### src/rtl/zxc_pkg.sv
package zxc_pkg;
  typedef enum logic [3:0] {
    ST_IDLE    = 4'd0,
    ST_DRIVE   = 4'd1,
    ST_DELAY   = 4'd2,
    ST_SEEK1   = 4'd3,
    ST_SEEK2   = 4'd4,
    ST_SEEK3   = 4'd5,
    ST_SEEK4   = 4'd6,
    ST_COMPUTE = 4'd7,
    ST_DONE    = 4'd8,
    ST_FAIL    = 4'd9
  } zxc_state_e;

  localparam int unsigned NUM_XINGS = 4;
  localparam int unsigned IDX_W     = $clog2(NUM_XINGS);
endpackage

### src/rtl/zxc_fsm.sv
module zxc_fsm
  import zxc_pkg::*;
#(
  parameter int unsigned DIV_W   = 16,
  parameter int unsigned PULSE_W = 3,
  parameter int unsigned SEL_W   = 2
) (
  input  logic               clk_i,
  input  logic               rst_ni,
  input  logic               en_i,
  input  logic               start_i,
  input  logic               tick_i,
  input  logic               cal_en_i,
  input  logic [DIV_W-1:0]   nom_div_i,
  input  logic [SEL_W-1:0]   dly_sel_i,
  input  logic [PULSE_W-1:0] pulses_i,
  input  logic               found_i,
  output zxc_state_e         state_o,
  output logic [DIV_W-1:0]   tag_o,
  output logic [IDX_W-1:0]   seek_idx_o,
  output logic               arm_o,
  output logic               seek_o,
  output logic               seek_first_o,
  output logic               compute_o,
  output logic               bypass_o,
  output logic               fail_evt_o,
  output logic               fail_o,
  output logic               first_o
);
  localparam int unsigned PH_W  = DIV_W + PULSE_W + 1;
  localparam int unsigned WIN_W = DIV_W + 2;

  zxc_state_e       state_q;
  logic [PH_W-1:0]  cnt_q;
  logic [DIV_W-1:0] tag_q;
  logic             fail_q, first_q;

  logic [PH_W-1:0]  drive_len, cnt_nxt;
  logic [DIV_W-1:0] dly_raw, dly_eff, win;
  logic [WIN_W-1:0] win_full;
  logic             in_seek, timeout, idle_like;

  assign drive_len = (PH_W'(pulses_i) + PH_W'(1)) * PH_W'(nom_div_i);
  assign dly_raw   = DIV_W'(nom_div_i >> (32'd3 + 32'(dly_sel_i)));
  assign dly_eff   = (dly_raw == '0) ? DIV_W'(1) : dly_raw;
  assign win_full  = WIN_W'(nom_div_i) * WIN_W'(3);
  assign win       = (win_full > WIN_W'({DIV_W{1'b1}})) ? {DIV_W{1'b1}} : win_full[DIV_W-1:0];
  assign cnt_nxt   = cnt_q + PH_W'(1);

  assign in_seek   = (state_q == ST_SEEK1) || (state_q == ST_SEEK2) ||
                     (state_q == ST_SEEK3) || (state_q == ST_SEEK4);
  assign timeout   = in_seek && (tag_q >= win);
  assign idle_like = (state_q == ST_IDLE) || (state_q == ST_DONE) || (state_q == ST_FAIL);

  assign seek_o       = en_i && in_seek && !timeout;
  assign seek_first_o = state_q == ST_SEEK1;
  assign seek_idx_o   = IDX_W'(4'(state_q) - 4'(ST_SEEK1));
  assign arm_o        = en_i && (state_q == ST_DELAY) && tick_i && (cnt_nxt >= PH_W'(dly_eff));
  assign compute_o    = en_i && (state_q == ST_COMPUTE);
  assign bypass_o     = en_i && start_i && !cal_en_i && idle_like;
  assign fail_evt_o   = en_i && tick_i && timeout;

  always_ff @(posedge clk_i or negedge rst_ni) begin
    if (!rst_ni) begin
      state_q <= ST_IDLE;
      cnt_q   <= '0;
      tag_q   <= '0;
      fail_q  <= 1'b0;
      first_q <= 1'b1;
    end else if (!en_i) begin
      state_q <= ST_IDLE;
    end else begin
      case (state_q)
        ST_IDLE, ST_DONE, ST_FAIL: begin
          if (start_i) begin
            fail_q  <= 1'b0;
            cnt_q   <= '0;
            state_q <= cal_en_i ? ST_DRIVE : ST_DONE;
          end
        end
        ST_DRIVE: begin
          if (tick_i) begin
            if (cnt_nxt >= drive_len) begin
              cnt_q   <= '0;
              state_q <= ST_DELAY;
            end else begin
              cnt_q <= cnt_nxt;
            end
          end
        end
        ST_DELAY: begin
          if (tick_i) begin
            if (arm_o) begin
              tag_q   <= '0;
              state_q <= ST_SEEK1;
            end else begin
              cnt_q <= cnt_nxt;
            end
          end
        end
        ST_SEEK1, ST_SEEK2, ST_SEEK3, ST_SEEK4: begin
          if (tick_i) begin
            if (timeout) begin
              fail_q  <= 1'b1;
              first_q <= 1'b0;
              state_q <= ST_FAIL;
            end else begin
              if (tag_q != {DIV_W{1'b1}}) tag_q <= tag_q + DIV_W'(1);
              if (found_i) begin
                case (state_q)
                  ST_SEEK1: state_q <= ST_SEEK2;
                  ST_SEEK2: state_q <= ST_SEEK3;
                  ST_SEEK3: state_q <= ST_SEEK4;
                  default:  state_q <= ST_COMPUTE;
                endcase
              end
            end
          end
        end
        ST_COMPUTE: begin
          first_q <= 1'b0;
          state_q <= ST_DONE;
        end
        default: state_q <= ST_IDLE;
      endcase
    end
  end

  assign state_o = state_q;
  assign tag_o   = tag_q;
  assign fail_o  = fail_q;
  assign first_o = first_q;


  state_legal_chk: assert property (@(posedge clk_i) disable iff (!rst_ni)
    4'(state_q) <= 4'd9);


  en_drop_idle_chk: assert property (@(posedge clk_i) disable iff (!rst_ni)
    !en_i |=> state_q == ST_IDLE);


  fail_from_seek_chk: assert property (@(posedge clk_i) disable iff (!rst_ni)
    $rose(fail_q) |-> $past(in_seek));


  tag_monotonic_chk: assert property (@(posedge clk_i) disable iff (!rst_ni)
    (in_seek && $past(in_seek)) |-> tag_q >= $past(tag_q));
endmodule

### src/rtl/zxc_edge_finder.sv
module zxc_edge_finder #(
  parameter int unsigned CNT_W = 8
) (
  input  logic             clk_i,
  input  logic             rst_ni,
  input  logic             tick_i,
  input  logic             arm_i,
  input  logic             active_i,
  input  logic             first_i,
  input  logic             cmp_i,
  input  logic [CNT_W-1:0] thresh_i,
  output logic             found_o,
  output logic             last_o,
  output logic [CNT_W-1:0] lvl_cnt_o,
  output logic [CNT_W-1:0] hi_cnt_o,
  output logic [CNT_W-1:0] lo_cnt_o
);
  logic             last_q;
  logic [CNT_W-1:0] lvl_q, hi_q, lo_q, thr_eff;
  logic [CNT_W:0]   lvl_plus;
  logic             sample, differ;

  assign thr_eff  = (thresh_i == '0) ? CNT_W'(1) : thresh_i;
  assign lvl_plus = {1'b0, lvl_q} + (CNT_W+1)'(1);
  assign sample   = tick_i && active_i;
  assign differ   = cmp_i != last_q;
  assign found_o  = sample && differ && (lvl_plus >= {1'b0, thr_eff});

  always_ff @(posedge clk_i or negedge rst_ni) begin
    if (!rst_ni) begin
      last_q <= 1'b0;
      lvl_q  <= '0;
      hi_q   <= '0;
      lo_q   <= '0;
    end else if (arm_i) begin
      last_q <= cmp_i;
      lvl_q  <= '0;
      hi_q   <= '0;
      lo_q   <= '0;
    end else if (sample) begin
      if (first_i) begin
        if (cmp_i && hi_q != '1)  hi_q <= hi_q + CNT_W'(1);
        if (!cmp_i && lo_q != '1) lo_q <= lo_q + CNT_W'(1);
      end
      if (found_o) begin
        last_q <= ~last_q;
        lvl_q  <= '0;
      end else if (differ && lvl_q != '1) begin
        lvl_q <= lvl_plus[CNT_W-1:0];
      end
    end
  end

  assign last_o    = last_q;
  assign lvl_cnt_o = lvl_q;
  assign hi_cnt_o  = hi_q;
  assign lo_cnt_o  = lo_q;


  hi_no_wrap_chk: assert property (@(posedge clk_i) disable iff (!rst_ni)
    (hi_q == '1 && !arm_i) |=> hi_q == '1);


  lo_no_wrap_chk: assert property (@(posedge clk_i) disable iff (!rst_ni)
    (lo_q == '1 && !arm_i) |=> lo_q == '1);


  level_flip_cause_chk: assert property (@(posedge clk_i) disable iff (!rst_ni)
    !$stable(last_q) |-> $past(found_o || arm_i));


  found_clears_chk: assert property (@(posedge clk_i) disable iff (!rst_ni)
    found_o |=> lvl_q == '0);
endmodule

### src/rtl/zxc_result.sv
module zxc_result
  import zxc_pkg::*;
#(
  parameter int unsigned DIV_W    = 16,
  parameter int unsigned MARGIN_W = 4
) (
  input  logic                clk_i,
  input  logic                rst_ni,
  input  logic                found_i,
  input  logic [IDX_W-1:0]    seek_idx_i,
  input  logic [DIV_W-1:0]    tag_i,
  input  logic                compute_i,
  input  logic                bypass_i,
  input  logic                fail_i,
  input  logic [DIV_W-1:0]    nom_div_i,
  input  logic [MARGIN_W-1:0] margin_i,
  input  logic                avg_en_i,
  input  logic                keep_en_i,
  output logic [DIV_W-1:0]    div_o,
  output logic [DIV_W-1:0]    est_a_o,
  output logic [DIV_W-1:0]    est_b_o,
  output logic [DIV_W-1:0]    first_tag_o
);
  localparam int unsigned MAX_CODE = 7;

  logic [DIV_W-1:0] t1_q, t2_q, a_q, b_q, div_q, kept_q;
  logic             kept_vld_q;
  logic [DIV_W:0]   sum;
  logic [DIV_W-1:0] cand, diff, tol;
  logic [MARGIN_W-1:0] code;
  logic             accept;

  assign sum    = {1'b0, a_q} + {1'b0, b_q};
  assign cand   = avg_en_i ? DIV_W'(sum >> 1) : a_q;
  assign diff   = (cand >= nom_div_i) ? (cand - nom_div_i) : (nom_div_i - cand);
  assign code   = (margin_i > MARGIN_W'(MAX_CODE)) ? MARGIN_W'(MAX_CODE) : margin_i;
  assign tol    = DIV_W'(nom_div_i >> (32'd9 - 32'(code)));
  assign accept = (margin_i == '0) || (diff <= tol);

  always_ff @(posedge clk_i or negedge rst_ni) begin
    if (!rst_ni) begin
      t1_q <= '0;
      t2_q <= '0;
      a_q  <= '0;
      b_q  <= '0;
    end else if (found_i) begin
      case (seek_idx_i)
        IDX_W'(0): t1_q <= tag_i;
        IDX_W'(1): t2_q <= tag_i;
        IDX_W'(2): a_q  <= tag_i - t1_q;
        default:   b_q  <= tag_i - t2_q;
      endcase
    end
  end

  always_ff @(posedge clk_i or negedge rst_ni) begin
    if (!rst_ni) begin
      div_q      <= '0;
      kept_q     <= '0;
      kept_vld_q <= 1'b0;
    end else if (compute_i) begin
      div_q <= accept ? cand : nom_div_i;
      if (accept && keep_en_i) begin
        kept_q     <= cand;
        kept_vld_q <= 1'b1;
      end
    end else if (bypass_i) begin
      div_q <= (keep_en_i && kept_vld_q) ? kept_q : nom_div_i;
    end else if (fail_i) begin
      div_q <= nom_div_i;
    end
  end

  assign div_o       = div_q;
  assign est_a_o     = a_q;
  assign est_b_o     = b_q;
  assign first_tag_o = t1_q;


  div_update_cause_chk: assert property (@(posedge clk_i) disable iff (!rst_ni)
    !$stable(div_q) |-> $past(compute_i || bypass_i || fail_i));


  fail_loads_nominal_chk: assert property (@(posedge clk_i) disable iff (!rst_ni)
    (fail_i && !compute_i && !bypass_i) |=> div_q == $past(nom_div_i));


  keep_needs_enable_chk: assert property (@(posedge clk_i) disable iff (!rst_ni)
    $rose(kept_vld_q) |-> $past(keep_en_i && compute_i));
endmodule

### src/rtl/zxc_calibrator.sv
module zxc_calibrator
  import zxc_pkg::*;
#(
  parameter int unsigned DIV_W    = 16,
  parameter int unsigned CNT_W    = 8,
  parameter int unsigned SEL_W    = 2,
  parameter int unsigned MARGIN_W = 4,
  parameter int unsigned PULSE_W  = 3
) (
  input  logic                clk_i,
  input  logic                rst_ni,
  input  logic                en_i,
  input  logic                start_i,
  input  logic                pwm_tick_i,
  input  logic                bemf_cmp_i,
  input  logic [DIV_W-1:0]    nom_div_i,
  input  logic [SEL_W-1:0]    dly_sel_i,
  input  logic [CNT_W-1:0]    zx_thresh_i,
  input  logic [MARGIN_W-1:0] margin_sel_i,
  input  logic                avg_en_i,
  input  logic                cal_en_i,
  input  logic                keep_en_i,
  input  logic [PULSE_W-1:0]  drive_pulses_i,
  output logic [DIV_W-1:0]    div_o,
  output logic [DIV_W-1:0]    est_a_o,
  output logic [DIV_W-1:0]    est_b_o,
  output logic [DIV_W-1:0]    first_tag_o,
  output logic [CNT_W-1:0]    hi_cnt_o,
  output logic [CNT_W-1:0]    lo_cnt_o,
  output logic [CNT_W-1:0]    lvl_cnt_o,
  output logic                last_lvl_o,
  output logic                first_cal_o,
  output logic [3:0]          state_o,
  output logic                fail_o
);
  zxc_state_e       state;
  logic [DIV_W-1:0] tag;
  logic [IDX_W-1:0] seek_idx;
  logic             arm, seek, seek_first, compute, bypass, fail_evt, found;

  zxc_fsm #(.DIV_W(DIV_W), .PULSE_W(PULSE_W), .SEL_W(SEL_W)) u_fsm (
    .clk_i        (clk_i),
    .rst_ni       (rst_ni),
    .en_i         (en_i),
    .start_i      (start_i),
    .tick_i       (pwm_tick_i),
    .cal_en_i     (cal_en_i),
    .nom_div_i    (nom_div_i),
    .dly_sel_i    (dly_sel_i),
    .pulses_i     (drive_pulses_i),
    .found_i      (found),
    .state_o      (state),
    .tag_o        (tag),
    .seek_idx_o   (seek_idx),
    .arm_o        (arm),
    .seek_o       (seek),
    .seek_first_o (seek_first),
    .compute_o    (compute),
    .bypass_o     (bypass),
    .fail_evt_o   (fail_evt),
    .fail_o       (fail_o),
    .first_o      (first_cal_o)
  );

  zxc_edge_finder #(.CNT_W(CNT_W)) u_edge (
    .clk_i     (clk_i),
    .rst_ni    (rst_ni),
    .tick_i    (pwm_tick_i),
    .arm_i     (arm),
    .active_i  (seek),
    .first_i   (seek_first),
    .cmp_i     (bemf_cmp_i),
    .thresh_i  (zx_thresh_i),
    .found_o   (found),
    .last_o    (last_lvl_o),
    .lvl_cnt_o (lvl_cnt_o),
    .hi_cnt_o  (hi_cnt_o),
    .lo_cnt_o  (lo_cnt_o)
  );

  zxc_result #(.DIV_W(DIV_W), .MARGIN_W(MARGIN_W)) u_result (
    .clk_i       (clk_i),
    .rst_ni      (rst_ni),
    .found_i     (found),
    .seek_idx_i  (seek_idx),
    .tag_i       (tag),
    .compute_i   (compute),
    .bypass_i    (bypass),
    .fail_i      (fail_evt),
    .nom_div_i   (nom_div_i),
    .margin_i    (margin_sel_i),
    .avg_en_i    (avg_en_i),
    .keep_en_i   (keep_en_i),
    .div_o       (div_o),
    .est_a_o     (est_a_o),
    .est_b_o     (est_b_o),
    .first_tag_o (first_tag_o)
  );

  assign state_o = 4'(state);
endmodule

### config.mk
export PLATFORM = sky130hd
export DESIGN_NAME = zxc_calibrator
export DESIGN_NICKNAME = d
export VERILOG_FILES = /design/src/rtl/zxc_pkg.sv /design/src/rtl/zxc_fsm.sv /design/src/rtl/zxc_edge_finder.sv /design/src/rtl/zxc_result.sv /design/src/rtl/zxc_calibrator.sv
export SDC_FILE = /design/constraint.sdc
export NUM_CORES = 1
export LEC_CHECK = 0
export ABC_AREA = 1
export BUFFER_PORTS_ARGS = -buffer_cell sky130_fd_sc_hd__buf_4
export CORE_MARGIN = 3
export CORE_UTILIZATION = 45
export CTS_BUF_LIST = sky130_fd_sc_hd__clkbuf_8
export DETAILED_ROUTE_END_ITERATION = 12
export HOLD_SLACK_MARGIN = 0.08
export PLACE_DENSITY = 0.61
export SETUP_SLACK_MARGIN = 0.2
export SYNTH_ARGS = -nofsm -noshare
export SYNTH_HDL_FRONTEND = slang
export SYNTH_HIERARCHICAL = 1
export SYNTH_SLANG_ARGS = --single-unit
### constraint.sdc
create_clock -name clk_i -period 4.89 [get_ports clk_i]
set_clock_uncertainty 0.15 [all_clocks]
set_input_delay 0.489 -clock clk_i [delete_from_list [all_inputs] [get_ports clk_i]]
set_output_delay 0.489 -clock clk_i [all_outputs]
set_load 0.02 [all_outputs]
==> results of run 1 <==
-- layout by cell type, fill, tap and decap left out, types with 23 or more instances in the layout --
master                      n
sky130_fd_sc_hd__a21oi_1  144
sky130_fd_sc_hd__a21oi_2   41
sky130_fd_sc_hd__buf_4    430
sky130_fd_sc_hd__buf_6     23
sky130_fd_sc_hd__dfrtp_1  163
sky130_fd_sc_hd__fa_1      31
sky130_fd_sc_hd__ha_1     165
sky130_fd_sc_hd__ha_4      37
sky130_fd_sc_hd__inv_1    411
sky130_fd_sc_hd__nand2_1  684
sky130_fd_sc_hd__nand2_2   72
sky130_fd_sc_hd__nand2_4   34
sky130_fd_sc_hd__nand3_1  119
sky130_fd_sc_hd__nand3_2   41
sky130_fd_sc_hd__nand4_1   34
sky130_fd_sc_hd__nor2_1   201
sky130_fd_sc_hd__o21ai_0  195
sky130_fd_sc_hd__o21ai_1   34
sky130_fd_sc_hd__o21ai_2   27
sky130_fd_sc_hd__xor2_1    60
-- stage by stage --
step	utilization (%)	area, um2
after floorplan	-	18870
after global placement	55.84	22540
after detailed placement	55.84	22540
after CTS	59.68	24090
after global routing	61.90	24990
final	61.90	24990
-- layer usage --
metal	global-route usage, %	wire length, um
met1	41.90	30430
met2	45.30	29200
met3	3.498	3832
met4	9.677	2367
met5	0	13
-- worst register-to-register path, delay by kind of cell, from the launching register on --
family          cells  cell delay [ps]
simple gates       21             1840
fa+ha+maj           3              930
compound gates      3              590
buf+inv             9              790
xor+xnor            1              140
flops               1              450
-- registers in the layout, indices dropped and copies added (netlist names) --
signal                count
u_result/t2_q            16
u_fsm/tag_o              16
u_result/est_b_o         16
u_fsm/first_o             1
u_edge/lo_cnt_o           8
u_result/div_o           16
u_edge/last_o             1
u_fsm/cnt_q              20
u_result/kept_q          16
u_result/est_a_o         16
u_result/first_tag_o     16
u_result/kept_vld_q       1
u_fsm/state_o             4
u_edge/hi_cnt_o           8
u_fsm/fail_o              1
u_edge/lvl_cnt_o          8
-- final cells by class --
cell class	instances	area (um2)	share of cell area, %
multi-input combinational	2152	14190	56.76
sequential	164	4105	16.43
timing repair buffer	475	3915	15.67
inverter	442	1673	6.694
tap	525	656.9	2.628
clock buffer	17	234.0	0.9362
clock inverter	15	212.7	0.8511
timing repair inverter	1	6.256	0.02503
antenna	1	2.502	0.01001
-- what timing repair did --
item	CTS	global route
pin swaps	114	100
buffers inserted	26	8
endpoints found under the setup margin	57	137
gates cloned	7	3
resized for setup	204	175
hold buffers	1	0
endpoints found under the hold margin	100	0
-- how the worst min path moves through the flow --
stage,start,to,slack (ps),cells after the start
finish,bemf_cmp_i,u_edge/last_o,220,5
global route,bemf_cmp_i,u_edge/last_o,260,5
CTS,bemf_cmp_i,u_edge/last_o,180,5
detailed placement,u_result/kept_vld_q,u_result/kept_vld_q,300,2
global placement,u_result/kept_vld_q,u_result/kept_vld_q,300,2
floorplan,rst_ni,u_edge/hi_cnt_o[0],40,0
-- cell families after synthesis --
logic type	Yosys count	synth area share (%)
and+or+nand+nor	1300	30.46
AOI/OAI and AO/OA	525	15.47
buffers and inverters	504	10.62
adders and majority gates	236	17.20
DFF	164	22.01
xor gates and xnor gates	86	4.079
muxes	3	0.1610
-- power by group through the flow --
stage / Sequential [mW] / Combinational [mW] / Clock (mW)
after global placement: 1.78 / 3.27 / 0
after CTS: 1.76 / 3.55 / 1.17
final: 1.77 / 3.73 / 1.15
after floorplan: 1.82 / 2.03 / 0
after detailed placement: 1.78 / 3.31 / 0
after global routing: 1.78 / 4.13 / 1.22
==> out/metrics.json, run 1 <==
{
  "timing": {
    "timing.final.setup_violations": 34,
    "max_clock_freq_mhz": 201.6,
    "layout_worst_path_cycle_share_pct": 101.4,
    "final_max_slew_viol_count": 0,
    "tightestPinTransition_ps": 977.4,
    "rsz0062_at_grt": "true",
    "worst_slew_margin_rel_pct": 34.84,
    "final.hold.worst_slack_ps": 218.0,
    "finalHoldViolations": 0,
    "final.min_clock_period_ps": 4959,
    "fin_tns_setup_ps": -855.2,
    "setup_slack_ps": -69.32
  },
  "global_route": {
    "grt_first_pass_wirelength_um": 103400,
    "grt_start_max_net_pins": 104,
    "grt_overflow": 0,
    "grtUsageTotal_pct": 29.07,
    "number_of_global_route_vias_before_repair": 19470,
    "number_of_antenna_violations_at_the_first_check_in_global_routing": 2
  },
  "detailed_routing": {
    "detail_route.iter0.violations": 1846,
    "drt_drc_violations_left": 0,
    "dr.pass1.iters": 6,
    "drt.antenna.violating_nets": 0,
    "routed-via-count": 20330,
    "wirelength_um": 65840,
    "post_drt_via_cell_ratio": 5.362,
    "detail_route.wl_per_cell_um": 17.36
  },
  "synth": {
    "synthesis.area_per_instance_um2": 6.618,
    "synth.yosys.seq_area_share_pct": 22.01,
    "postSynthRegisterBits": 164,
    "synthesis.instances": 2818,
    "async_flop_share_pct": 100.0,
    "synth_enable_flop_cells": 0,
    "yosysTopAreaCell": "sky130_fd_sc_hd__dfrtp_1",
    "synth_top_area_share_pct": 21.87,
    "yosys-top-cells-count": "sky130_fd_sc_hd__nand2_1, sky130_fd_sc_hd__inv_1, sky130_fd_sc_hd__o21ai_0, sky130_fd_sc_hd__nor2_1, sky130_fd_sc_hd__ha_1",
    "synth_top_flop_cell": "sky130_fd_sc_hd__dfrtp_1",
    "synth.net_count": 3096,
    "yosysMostFrequentCell": "sky130_fd_sc_hd__nand2_1",
    "yosys_warnings": 6,
    "synthDistinctLibCells": 67,
    "post_synth_main_area_contributors": "sky130_fd_sc_hd__dfrtp_1, sky130_fd_sc_hd__nand2_1, sky130_fd_sc_hd__ha_1",
    "syn-cell-area_um2": 18650
  },
  "final_layout": {
    "finalNetCount": 3531,
    "final_layout_size_suffix_gt1_share_pct": 27.31,
    "layoutNonFillerInstCount": 3792,
    "syn2layout_area_growth_pct": 34.00,
    "fillerInstances": 3820
  },
  "setup_path": {
    "setup.worst_path.start": "u_result/est_b_o[0]",
    "critPathLaunchType": "flip-flop",
    "worst_r2r_path_depth": 37,
    "crit_path_max_fanout": 6,
    "path_buf_inv": 9,
    "crit_cells": 37,
    "worst-r2r-setup-slack_ps": -70,
    "critical-path-max-stage-delay_ps": 450,
    "timing.critical_path.arrival_ps": 5260,
    "critPathTopFamily": "simple AND/OR/NAND/NOR gates",
    "timing.rr.end": "u_result/div_o[5]",
    "wp_data_required_ps": 5200,
    "critPathCaptureType": "flip-flop",
    "cpMaxStageDelayCell": "sky130_fd_sc_hd__dfrtp_1",
    "critical-path-top-cell-by-count": "sky130_fd_sc_hd__nand2_2",
    "crit-reg2reg-launch": "u_result/est_b_o[0]",
    "worst_setup_path_endpoint": "u_result/div_o[5]",
    "crit_type": "flip-flop to flip-flop"
  },
  "pwr": {
    "leakage_power_nw": 13.15,
    "power.switching_fraction_pct": 46.28,
    "comb_power_share_pct": 56.1,
    "sequential_share_of_power_pct": 26.6,
    "switching_power_mw": 3.075,
    "cellPowerDensity_nw_per_um2": 265.9,
    "p_total_mw": 6.645,
    "clock_power_share_pct": 17.3,
    "cell_internal_pwr_mw": 3.570,
    "power.ir.vdd_worst_uv": 257.2
  },
  "cts": {
    "max-clock-path-buffers": 2,
    "clkSlewWorstSetupHoldPaths_ps": 110,
    "cts_tree": "built",
    "ctsHtreeMaxLevel": 4,
    "cts_root_buffer": "sky130_fd_sc_hd__clkbuf_8",
    "cts_buffers": 17,
    "clk_latency_ps": 520,
    "clock_sinks": 164
  },
  "run_status": {
    "run_status": "finished, violations left",
    "violations": "setup timing"
  },
  "floorplanning": {
    "floorplan.die_area_um2": 43920,
    "die_height_um": 209.6,
    "initial_utilization_pct": 46.20,
    "rows": 73,
    "dieWidth_um": 209.6,
    "ioPinCount": 137,
    "fp.coreArea_um2": 40370
  },
  "placed_design": {
    "portBuffers": 136,
    "place.detailed.instances": 3714,
    "worst_setup_slack_before_clock_tree_synthesis_ps": -942.4,
    "place.gp.congestion": 0.9438,
    "detailed_place_hpwl_um": 51640
  },
  "min_path": {
    "min_path_type": "input pin to flip-flop"
  },
  "flow_run": {
    "max-cap-violations": 0
  }
}
Power figures use the tool's default switching activity.
==> inputs of run 2 (changes only) <==
- ABC_AREA: 1 -> not set
- PLACE_DENSITY: 0.61 -> 0.62
==> run 2 against run 1 <==
Against the previous run:
- the flow still finishes with violations (setup timing)
- sequential power down 10%
- area after synthesis down 5.1%
- synthesized cell count down 25%
- first-iteration DRC count down 43%
- register-to-register slack worse by 1000 ps
==> out/metrics.json, run 2 <==
{
  "run_status": {
    "run_status": {"value": "finished, violations left", "change": "unchanged"},
    "violations": {"value": "setup timing", "change": "unchanged"}
  },
  "cts": {
    "cts_root_buffer": {"value": "sky130_fd_sc_hd__clkbuf_8", "change": "unchanged"},
    "ctsHtreeMaxLevel": {"value": 4, "change": "unchanged"},
    "clock_sinks": {"value": 164, "change": "unchanged"},
    "max-clock-path-buffers": {"value": 2, "change": "unchanged"},
    "cts_tree": {"value": "built", "change": "unchanged"},
    "clkSlewWorstSetupHoldPaths": {"value": 90, "unit": "ps", "change": "was 110 ps"},
    "clk_latency": {"value": 490, "unit": "ps", "change": "was 520 ps"},
    "cts_buffers": {"value": 17, "change": "unchanged"}
  },
  "pwr": {
    "cellPowerDensity": {"value": 214.5, "unit": "nW/um2", "change": "was 265.9 nW/um2"},
    "power.ir.vdd_worst": {"value": 178.2, "unit": "uV", "change": "was 257.2 uV"},
    "p_total": {"value": 5.168, "unit": "mW", "change": "was 6.645 mW"},
    "leakage_power": {"value": 11.88, "unit": "nW", "change": "was 13.15 nW"}
  },
  "synth": {
    "yosys-top-cells-count": {"value": "sky130_fd_sc_hd__ha_1, sky130_fd_sc_hd__nand2_1, sky130_fd_sc_hd__inv_1, sky130_fd_sc_hd__dfrtp_1, sky130_fd_sc_hd__nor2_1", "change": "was sky130_fd_sc_hd__nand2_1, sky130_fd_sc_hd__inv_1, sky130_fd_sc_hd__o21ai_0, sky130_fd_sc_hd__nor2_1, sky130_fd_sc_hd__ha_1"},
    "async_flop_share": {"value": 100.0, "unit": "%", "change": "unchanged"},
    "post_synth_mux_area_share": {"value": 9.167, "unit": "%", "change": "was 0.1610%"},
    "yosys.area_share.xor_xnor": {"value": 5.640, "unit": "%", "change": "was 4.079%"},
    "syn-cell-area": {"value": 17700, "unit": "um2", "change": "was 18,650 um2"},
    "yosysMostFrequentCell": {"value": "sky130_fd_sc_hd__ha_1", "change": "was sky130_fd_sc_hd__nand2_1"},
    "synthDistinctLibCells": {"value": 93, "change": "was 67"},
    "synth.yosys.seq_area_share": {"value": 23.19, "unit": "%", "change": "was 22.01%"},
    "post_synth_fa_ha_maj_area_fraction": {"value": 18.12, "unit": "%", "change": "was 17.20%"},
    "synthSimpleGateAreaFrac": {"value": 19.78, "unit": "%", "change": "was 30.46%"},
    "synthesis.instances": {"value": 2106, "change": "was 2,818"},
    "post_synth_main_area_contributors": {"value": "sky130_fd_sc_hd__dfrtp_1, sky130_fd_sc_hd__ha_1, sky130_fd_sc_hd__mux2i_1", "change": "was sky130_fd_sc_hd__dfrtp_1, sky130_fd_sc_hd__nand2_1, sky130_fd_sc_hd__ha_1"},
    "synth.net_count": {"value": 2384, "change": "was 3,096"},
    "synth_top_flop_cell": {"value": "sky130_fd_sc_hd__dfrtp_1", "change": "unchanged"},
    "synth_top_area_share": {"value": 23.04, "unit": "%", "change": "was 21.87%"},
    "postSynthRegisterBits": {"value": 164, "change": "unchanged"},
    "yosys_warnings": {"value": 6, "change": "unchanged"},
    "largest_family_of_logic_cells_by_synthesized_area": {"value": "simple AND/OR/NAND/NOR gates", "change": "unchanged"},
    "synthesis.area_per_instance": {"value": 8.406, "unit": "um2", "change": "was 6.618 um2"},
    "yosysTopAreaCell": {"value": "sky130_fd_sc_hd__dfrtp_1", "change": "unchanged"},
    "synth_enable_flop_cells": {"value": 0, "change": "unchanged"},
    "synth-compound-area-share": {"value": 18.68, "unit": "%", "change": "was 15.47%"}
  },
  "global_route": {
    "number_of_antenna_violations_at_the_first_check_in_global_routing": {"value": 0, "change": "was 2"},
    "global_route.usage.met3": {"value": 3.344, "unit": "%", "change": "was 3.498%"},
    "grtUsageTotal": {"value": 26.10, "unit": "%", "change": "was 29.07%"},
    "grt.busiest_layer": {"value": "met2", "change": "unchanged"},
    "grt_start_max_net_pins": {"value": 92, "change": "was 104"},
    "grt_overflow": {"value": 0, "change": "unchanged"},
    "globalRouteMet1Util": {"value": 36.79, "unit": "%", "change": "was 41.90%"},
    "number_of_global_route_vias_before_repair": {"value": 16870, "change": "was 19.47k"},
    "grt_first_pass_wirelength": {"value": 88000, "unit": "um", "change": "was 103,400 um"},
    "groute.layer.met2.usage": {"value": 42.27, "unit": "%", "change": "was 45.30%"}
  },
  "timing": {
    "rsz0062_at_grt": {"value": "true", "change": "unchanged"},
    "finalHoldViolations": {"value": 0, "change": "unchanged"},
    "tightestPinTransition": {"value": 933.1, "unit": "ps", "change": "was 977.4 ps"},
    "layout_worst_path_cycle_share": {"value": 122.5, "unit": "%", "change": "was 101.4%"},
    "max_clock_freq": {"value": 167.0, "unit": "MHz", "change": "was 201.6 MHz"},
    "final_max_slew_viol_count": {"value": 0, "change": "unchanged"},
    "setup_slack": {"value": -1099, "unit": "ps", "change": "was -69.32 ps"},
    "timing.final.setup_violations": {"value": 69, "change": "was 34"},
    "worst_slew_margin_rel": {"value": 37.79, "unit": "%", "change": "was 34.84%"},
    "final.min_clock_period": {"value": 5989, "unit": "ps", "change": "was 4959 ps"}
  },
  "detailed_routing": {
    "drt.antenna.violating_nets": {"value": 0, "change": "unchanged"},
    "detail_route.wl_per_cell": {"value": 17.95, "unit": "um", "change": "was 17.36 um"},
    "drt_drc_violations_left": {"value": 0, "change": "unchanged"},
    "wirelength": {"value": 55640, "unit": "um", "change": "was 65,840 um"},
    "post_drt_via_cell_ratio": {"value": 5.605, "change": "was 5.362"},
    "dr.pass1.iters": {"value": 6, "change": "unchanged"},
    "routed-via-count": {"value": 17380, "change": "was 20.33k"},
    "detail_route.iter0.violations": {"value": 1061, "change": "was 1,846"}
  },
  "setup_path": {
    "crit_path_max_fanout": {"value": 8, "change": "was 6"},
    "worst-r2r-setup-slack": {"value": -1100, "unit": "ps", "change": "was -70 ps"},
    "crit_type": {"value": "flip-flop to flip-flop", "change": "unchanged"},
    "critPathLaunchType": {"value": "flip-flop", "change": "unchanged"},
    "timing.critical_path.arrival": {"value": 6210, "unit": "ps", "change": "was 5260 ps"},
    "worst_r2r_path_depth": {"value": 26, "change": "was 37"},
    "critPathCaptureType": {"value": "flip-flop", "change": "unchanged"},
    "wp_data_required": {"value": 5120, "unit": "ps", "change": "was 5200 ps"}
  },
  "final_layout": {
    "insertedDiodeCount": {"value": 0, "change": "was 1"},
    "commonest_non_fill_non_tap_cells_in_the_layout": {"value": "sky130_fd_sc_hd__buf_4, sky130_fd_sc_hd__ha_1, sky130_fd_sc_hd__inv_1", "change": "was sky130_fd_sc_hd__nand2_1, sky130_fd_sc_hd__buf_4, sky130_fd_sc_hd__inv_1"},
    "syn2layout_area_growth": {"value": 36.09, "unit": "%", "change": "was 34.00%"},
    "layoutNonFillerInstCount": {"value": 3100, "change": "was 3,792"},
    "layout.cells.most_common": {"value": "sky130_fd_sc_hd__buf_4", "change": "was sky130_fd_sc_hd__nand2_1"},
    "largest_register_ffs": {"value": 20, "change": "unchanged"},
    "post-route-cell-area": {"value": 24090, "unit": "um2", "change": "was 24,990 um2"},
    "max_flop_register": {"value": "u_fsm/cnt_q", "change": "unchanged"},
    "final_layout_size_suffix_gt1_share": {"value": 32.69, "unit": "%", "change": "was 27.31%"},
    "finalNetCount": {"value": 2847, "change": "was 3,531"}
  },
  "floorplanning": {
    "dieWidth": {"value": 204.3, "unit": "um", "change": "was 209.6 um"},
    "fp.coreArea": {"value": 38740, "unit": "um2", "change": "was 40,370 um2"},
    "rows": {"value": 72, "change": "was 73"},
    "die_height": {"value": 204.3, "unit": "um", "change": "was 209.6 um"},
    "floorplan.die_area": {"value": 41760, "unit": "um2", "change": "was 43,920 um2"},
    "ioPinCount": {"value": 137, "change": "unchanged"},
    "initial_utilization": {"value": 45.70, "unit": "%", "change": "was 46.20%"}
  },
  "min_path": {
    "hold_depth": {"value": 2, "change": "was 5"},
    "min_path_type": {"value": "input pin to flip-flop", "change": "unchanged"}
  },
  "flow_run": {
    "max-cap-violations": {"value": 0, "change": "unchanged"}
  },
  "placed_design": {
    "portBuffers": {"value": 136, "change": "unchanged"},
    "placedInstanceArea": {"value": 21950, "unit": "um2", "change": "was 22,540 um2"},
    "worst_setup_slack_before_clock_tree_synthesis": {"value": -1187, "unit": "ps", "change": "was -942.4 ps"},
    "place.gp.congestion": {"value": 0.9277, "change": "was 0.9438"},
    "detailed_place_hpwl": {"value": 42930, "unit": "um", "change": "was 51,640 um"},
    "place.detailed.instances": {"value": 3014, "change": "was 3,714"}
  }
}
==> run 2: cell count changes in the layout (fill, tap and decap cells not counted), moves of 38 or more <==
| cell | before | now |
|---|---|---|
| sky130_fd_sc_hd__nand2_1 | 684 | 149 |
| sky130_fd_sc_hd__inv_1 | 411 | 164 |
| sky130_fd_sc_hd__o21ai_0 | 195 | 84 |
| sky130_fd_sc_hd__mux2i_1 | 2 | 93 |
| sky130_fd_sc_hd__nand3_1 | 119 | 40 |
| sky130_fd_sc_hd__nor2_1 | 201 | 145 |
| sky130_fd_sc_hd__a21oi_1 | 144 | 96 |
| sky130_fd_sc_hd__and2_1 | 3 | 51 |
| sky130_fd_sc_hd__nand2_2 | 72 | 27 |
| sky130_fd_sc_hd__nand2b_1 | 0 | 39 |
| sky130_fd_sc_hd__mux2_2 | 0 | 38 |
==> run 2: power breakdown <==
part | switching, mW | internal, mW | leakage, nW
Sequential | 0.138 | 1.45 | 2.14
Combinational | 1.36 | 1.19 | 9.54
Clock | 0.573 | 0.459 | 0.195
==> run 2: cell type report <==
cell class | instances | area [um2]
clock buffer | 17 | 234.0
clock inverter | 15 | 156.4
fill | 3372 | 14650
inverter | 168 | 630.6
multi-input combinational | 1699 | 13930
sequential | 164 | 4116
tap | 518 | 648.1
timing repair buffer | 519 | 4377
==> run 2: worst max-delay path, stage by stage, from the launching register on <==
cell	delay, ps
sky130_fd_sc_hd__dfrtp_2	410
sky130_fd_sc_hd__and2_4	160
sky130_fd_sc_hd__fa_2	370
sky130_fd_sc_hd__a211oi_4	300
sky130_fd_sc_hd__or3_4	190
sky130_fd_sc_hd__a31oi_1	90
sky130_fd_sc_hd__o21a_1	240
sky130_fd_sc_hd__o31ai_4	240
sky130_fd_sc_hd__ha_1	290
sky130_fd_sc_hd__a21o_1	160
sky130_fd_sc_hd__a21o_1	170
sky130_fd_sc_hd__a21o_1	160
sky130_fd_sc_hd__a31o_4	220
sky130_fd_sc_hd__o221ai_4	210
sky130_fd_sc_hd__buf_12	170
sky130_fd_sc_hd__buf_12	110
sky130_fd_sc_hd__mux2i_4	220
sky130_fd_sc_hd__xnor2_2	70
sky130_fd_sc_hd__ha_1	290
sky130_fd_sc_hd__nand2_1	60
sky130_fd_sc_hd__or4_4	530
sky130_fd_sc_hd__a21oi_2	130
sky130_fd_sc_hd__a211oi_2	50
sky130_fd_sc_hd__a31o_4	270
sky130_fd_sc_hd__and3_4	260
sky130_fd_sc_hd__buf_6	140
sky130_fd_sc_hd__or2_1	200
==> run 2: metrics by stage <==
step           TNS (ps)  utilization, %  hold slack, ps
6_report         -41060           62.19           159.6
5_1_grt          -62120           62.19           137.1
4_1_cts          -38860           60.10           108.7
3_5_place_dp    -112350           56.67           313.8
3_3_place_gp     -98000           56.67           295.1
2_1_floorplan    -69240               -           43.41
==> run 2: timing repair <==
item,CTS,global route
gates cloned,7,4
pin swaps,65,69
setup endpoints to repair,142,158
hold buffers,2,0
setup buffers,28,13
hold endpoints to repair,91,0
gates resized for setup,113,160
==> run 2: logic make-up after synthesis <==
family	count (synthesis)
adder cells (fa/ha/maj)	236
AO/OA/AOI/OAI	508
flip-flops	164
multiplexers	150
AND/OR/NAND/NOR	687
buffers and inverters	247
XOR/XNOR	114
==> run 2: routing by layer <==
metal | wire [um] | vias to the layer above
met3 | 2731 | 80
met1 | 26100 | 8422
met5 | 0 | -
li1 | - | 8440
met2 | 25510 | 434
met4 | 1296 | 0
==> run 2: worst paths after layout <==
kind                                startpoint             endpoint
setup / recovery           u_result/est_a_o[0]  u_result/kept_vld_q
hold / removal                            en_i        u_fsm/first_o
setup reg to reg           u_result/est_a_o[0]  u_result/kept_vld_q
hold reg to reg            u_result/kept_vld_q  u_result/kept_vld_q
max in group asynchronous               rst_ni        u_fsm/first_o
min in group asynchronous               rst_ni   u_result/kept_q[9]
==> inputs of run 3 (changes only) <==
- BUFFER_PORTS_ARGS: -buffer_cell sky130_fd_sc_hd__buf_4 -> not set
- DONT_BUFFER_PORTS: not set -> 1
- HOLD_SLACK_MARGIN: 0.08 -> 0.02
- PLACE_DENSITY: 0.62 -> 0.59
==> run 3 against run 2 <==
Against the previous run:
- the flow still finishes with violations (setup timing)
- cell area fell by 5.0%
- global-route usage fell by 0.68 points
- combinational power fell by 13%
- highest routed layer unchanged
==> out/metrics.json, run 3 (synthesized netlist as in run 2, its figures left out) <==
{
  "floorplanning": {
    "fp.coreArea": {"value": 38740, "unit": "um2", "change": "unchanged"},
    "rows": {"value": 72, "change": "unchanged"},
    "dieWidth": {"value": 204.3, "unit": "um", "change": "unchanged"},
    "floorplan.die_area": {"value": 41760, "unit": "um2", "change": "unchanged"},
    "initial_utilization": {"value": 45.70, "unit": "%", "change": "unchanged"},
    "die_height": {"value": 204.3, "unit": "um", "change": "unchanged"},
    "ioPinCount": {"value": 137, "change": "unchanged"}
  },
  "cts": {
    "clock_sinks": {"value": 164, "change": "unchanged"},
    "clk_latency": {"value": 480, "unit": "ps", "change": "was 490 ps"},
    "cts_root_buffer": {"value": "sky130_fd_sc_hd__clkbuf_8", "change": "unchanged"},
    "cts_tree": {"value": "built", "change": "unchanged"},
    "ctsHtreeMaxLevel": {"value": 4, "change": "unchanged"},
    "clkSlewWorstSetupHoldPaths": {"value": 110, "unit": "ps", "change": "was 90 ps"},
    "cts_buffers": {"value": 17, "change": "unchanged"},
    "max-clock-path-buffers": {"value": 2, "change": "unchanged"}
  },
  "setup_path": {
    "crit_type": {"value": "flip-flop to flip-flop", "change": "unchanged"},
    "critPathLaunchType": {"value": "flip-flop", "change": "unchanged"},
    "critPathCaptureType": {"value": "flip-flop", "change": "unchanged"},
    "cpMaxStageDelayCell": {"value": "sky130_fd_sc_hd__or4_4", "change": "unchanged"},
    "crit_path_max_fanout": {"value": 7, "change": "was 8"},
    "critical-path-max-stage-delay": {"value": 570, "unit": "ps", "change": "was 530 ps"},
    "wp_data_required": {"value": 5090, "unit": "ps", "change": "was 5120 ps"},
    "timing.critical_path.arrival": {"value": 6240, "unit": "ps", "change": "was 6210 ps"}
  },
  "min_path": {
    "min_path_type": {"value": "input pin to flip-flop", "change": "unchanged"}
  },
  "timing": {
    "max_clock_freq": {"value": 165.7, "unit": "MHz", "change": "was 167.0 MHz"},
    "setup_slack": {"value": -1146, "unit": "ps", "change": "was -1099 ps"},
    "final_max_slew_viol_count": {"value": 0, "change": "unchanged"},
    "worst_slew_margin_rel": {"value": 24.28, "unit": "%", "change": "was 37.79%"},
    "rsz0062_at_grt": {"value": "true", "change": "unchanged"},
    "timing.final.setup_violations": {"value": 87, "change": "was 69"},
    "final.hold.worst_slack": {"value": 52.96, "unit": "ps", "change": "was 159.6 ps"},
    "final.min_clock_period": {"value": 6036, "unit": "ps", "change": "was 5989 ps"},
    "tightestPinTransition": {"value": 1133, "unit": "ps", "change": "was 933.1 ps"},
    "layout_worst_path_cycle_share": {"value": 123.4, "unit": "%", "change": "was 122.5%"},
    "finalHoldViolations": {"value": 0, "change": "unchanged"}
  },
  "detailed_routing": {
    "detail_route.wl_per_cell": {"value": 19.03, "unit": "um", "change": "was 17.95 um"},
    "drt_drc_violations_left": {"value": 0, "change": "unchanged"},
    "post_drt_via_cell_ratio": {"value": 5.658, "change": "was 5.605"},
    "drt.antenna.violating_nets": {"value": 0, "change": "unchanged"},
    "wirelength": {"value": 55580, "unit": "um", "change": "was 55,640 um"},
    "detail_route.iter0.violations": {"value": 1152, "change": "was 1,061"},
    "dr.pass1.iters": {"value": 6, "change": "unchanged"},
    "routed-via-count": {"value": 16530, "change": "was 17.38k"}
  },
  "global_route": {
    "global_route.usage.met3": {"value": 5.033, "unit": "%", "change": "was 3.344%"},
    "grt_first_pass_wirelength": {"value": 85760, "unit": "um", "change": "was 88,000 um"},
    "groute.layer.met2.usage": {"value": 41.07, "unit": "%", "change": "was 42.27%"},
    "number_of_antenna_violations_at_the_first_check_in_global_routing": {"value": 1, "change": "was 0"},
    "grt_overflow": {"value": 0, "change": "unchanged"},
    "grt_start_max_net_pins": {"value": 165, "change": "was 92"},
    "grt.busiest_layer": {"value": "met2", "change": "unchanged"},
    "globalRouteMet1Util": {"value": 35.01, "unit": "%", "change": "was 36.79%"},
    "number_of_global_route_vias_before_repair": {"value": 16010, "change": "was 16.87k"},
    "grtUsageTotal": {"value": 25.42, "unit": "%", "change": "was 26.10%"}
  },
  "placed_design": {
    "place.detailed.instances": {"value": 2821, "change": "was 3,014"},
    "detailed_place_hpwl": {"value": 40250, "unit": "um", "change": "was 42,930 um"},
    "place.gp.congestion": {"value": 0.8921, "change": "was 0.9277"},
    "placedInstanceArea": {"value": 20480, "unit": "um2", "change": "was 21,950 um2"},
    "portBuffers": {"value": 0, "change": "was 136"},
    "worst_setup_slack_before_clock_tree_synthesis": {"value": -1204, "unit": "ps", "change": "was -1187 ps"}
  },
  "final_layout": {
    "insertedDiodeCount": {"value": 0, "change": "unchanged"},
    "largest_register_ffs": {"value": 20, "change": "unchanged"},
    "post-route-cell-area": {"value": 22890, "unit": "um2", "change": "was 24,090 um2"},
    "layout.cells.most_common": {"value": "sky130_fd_sc_hd__buf_4", "change": "unchanged"},
    "layoutNonFillerInstCount": {"value": 2921, "change": "was 3,100"},
    "commonest_non_fill_non_tap_cells_in_the_layout": {"value": "sky130_fd_sc_hd__buf_4, sky130_fd_sc_hd__ha_1, sky130_fd_sc_hd__inv_1", "change": "unchanged"},
    "final_layout_size_suffix_gt1_share": {"value": 28.13, "unit": "%", "change": "was 32.69%"},
    "max_flop_register": {"value": "u_fsm/cnt_q", "change": "unchanged"},
    "syn2layout_area_growth": {"value": 29.32, "unit": "%", "change": "was 36.09%"},
    "finalNetCount": {"value": 2668, "change": "was 2,847"}
  },
  "pwr": {
    "power.ir.vdd_worst": {"value": 184.3, "unit": "uV", "change": "was 178.2 uV"},
    "leakage_power": {"value": 11.06, "unit": "nW", "change": "was 11.88 nW"},
    "cellPowerDensity": {"value": 217.9, "unit": "nW/um2", "change": "was 214.5 nW/um2"}
  },
  "flow_run": {
    "max-cap-violations": {"value": 0, "change": "unchanged"}
  },
  "run_status": {
    "run_status": {"value": "finished, violations left", "change": "unchanged"},
    "violations": {"value": "setup timing", "change": "unchanged"}
  }
}
==> run 3: area by class of cell <==
cell class,count,area [um2]
clock buffer,17,234.0
multi-input combinational,1699,14040
inverter,168,630.6
sequential,164,4115
tap,518,648.1
clock inverter,15,167.7
timing repair buffer,340,3055
fill,3486,15840
==> run 3: worst paths after layout <==
check	from	to	slack, ps	cells after the start
max	u_result/est_a_o[0]	u_result/div_o[4]	-1150	25
min	nom_div_i[14]	u_result/div_o[14]	50	2
max reg2reg	u_result/est_a_o[0]	u_result/div_o[4]	-1150	25
min reg2reg	u_result/kept_vld_q	u_result/kept_vld_q	330	1
max in group asynchronous	rst_ni	u_fsm/cnt_q[14]	3340	2
min in group asynchronous	rst_ni	u_result/div_o[12]	460	2
==> run 3: repair_timing <==
action,4_1_cts,5_1_grt
hold endpoints to repair,169,0
buffers inserted,28,19
setup endpoints to repair,119,152
gates resized for setup,93,183
gates cloned,8,8
hold buffers,5,0
pin swaps,69,103
==> run 3: critical path: cells and delay by family (launching register included) <==
family | cells | cell delay (ps)
AOI/OAI and AO/OA | 11 | 2230
xor gates and xnor gates | 1 | 110
adders and majority gates | 3 | 860
buffers and inverters | 3 | 480
DFF | 1 | 370
muxes | 3 | 440
and+or+nand+nor | 4 | 1250
==> run 3: through the flow <==
stage	power [mW]	TNS [ps]	util (%)
2_1_floorplan	2.955	-69240	-
3_3_place_gp	3.468	-75420	52.86
3_5_place_dp	3.513	-85960	52.86
4_1_cts	4.853	-37940	56.29
5_1_grt	5.315	-60840	59.10
6_report	4.989	-42380	59.10
==> run 3: where the power goes <==
| group | switching, mW | total [mW] | leakage (nW) | internal (mW) |
|---|---|---|---|---|
| combinational | 1.16 | 2.20 | 8.71 | 1.04 |
| sequential | 0.261 | 1.71 | 2.14 | 1.45 |
| clock | 0.610 | 1.08 | 0.209 | 0.470 |
| total | 2.03 | 4.99 | 11.1 | 2.96 |
==> run 3: per-layer routing <==
metal  part of all wire, %  up-vias
li1                      -     8092
met1                    46     8035
met2                    46      340
met3                   5.4       59
met4                   2.1        0
met5                     0        -
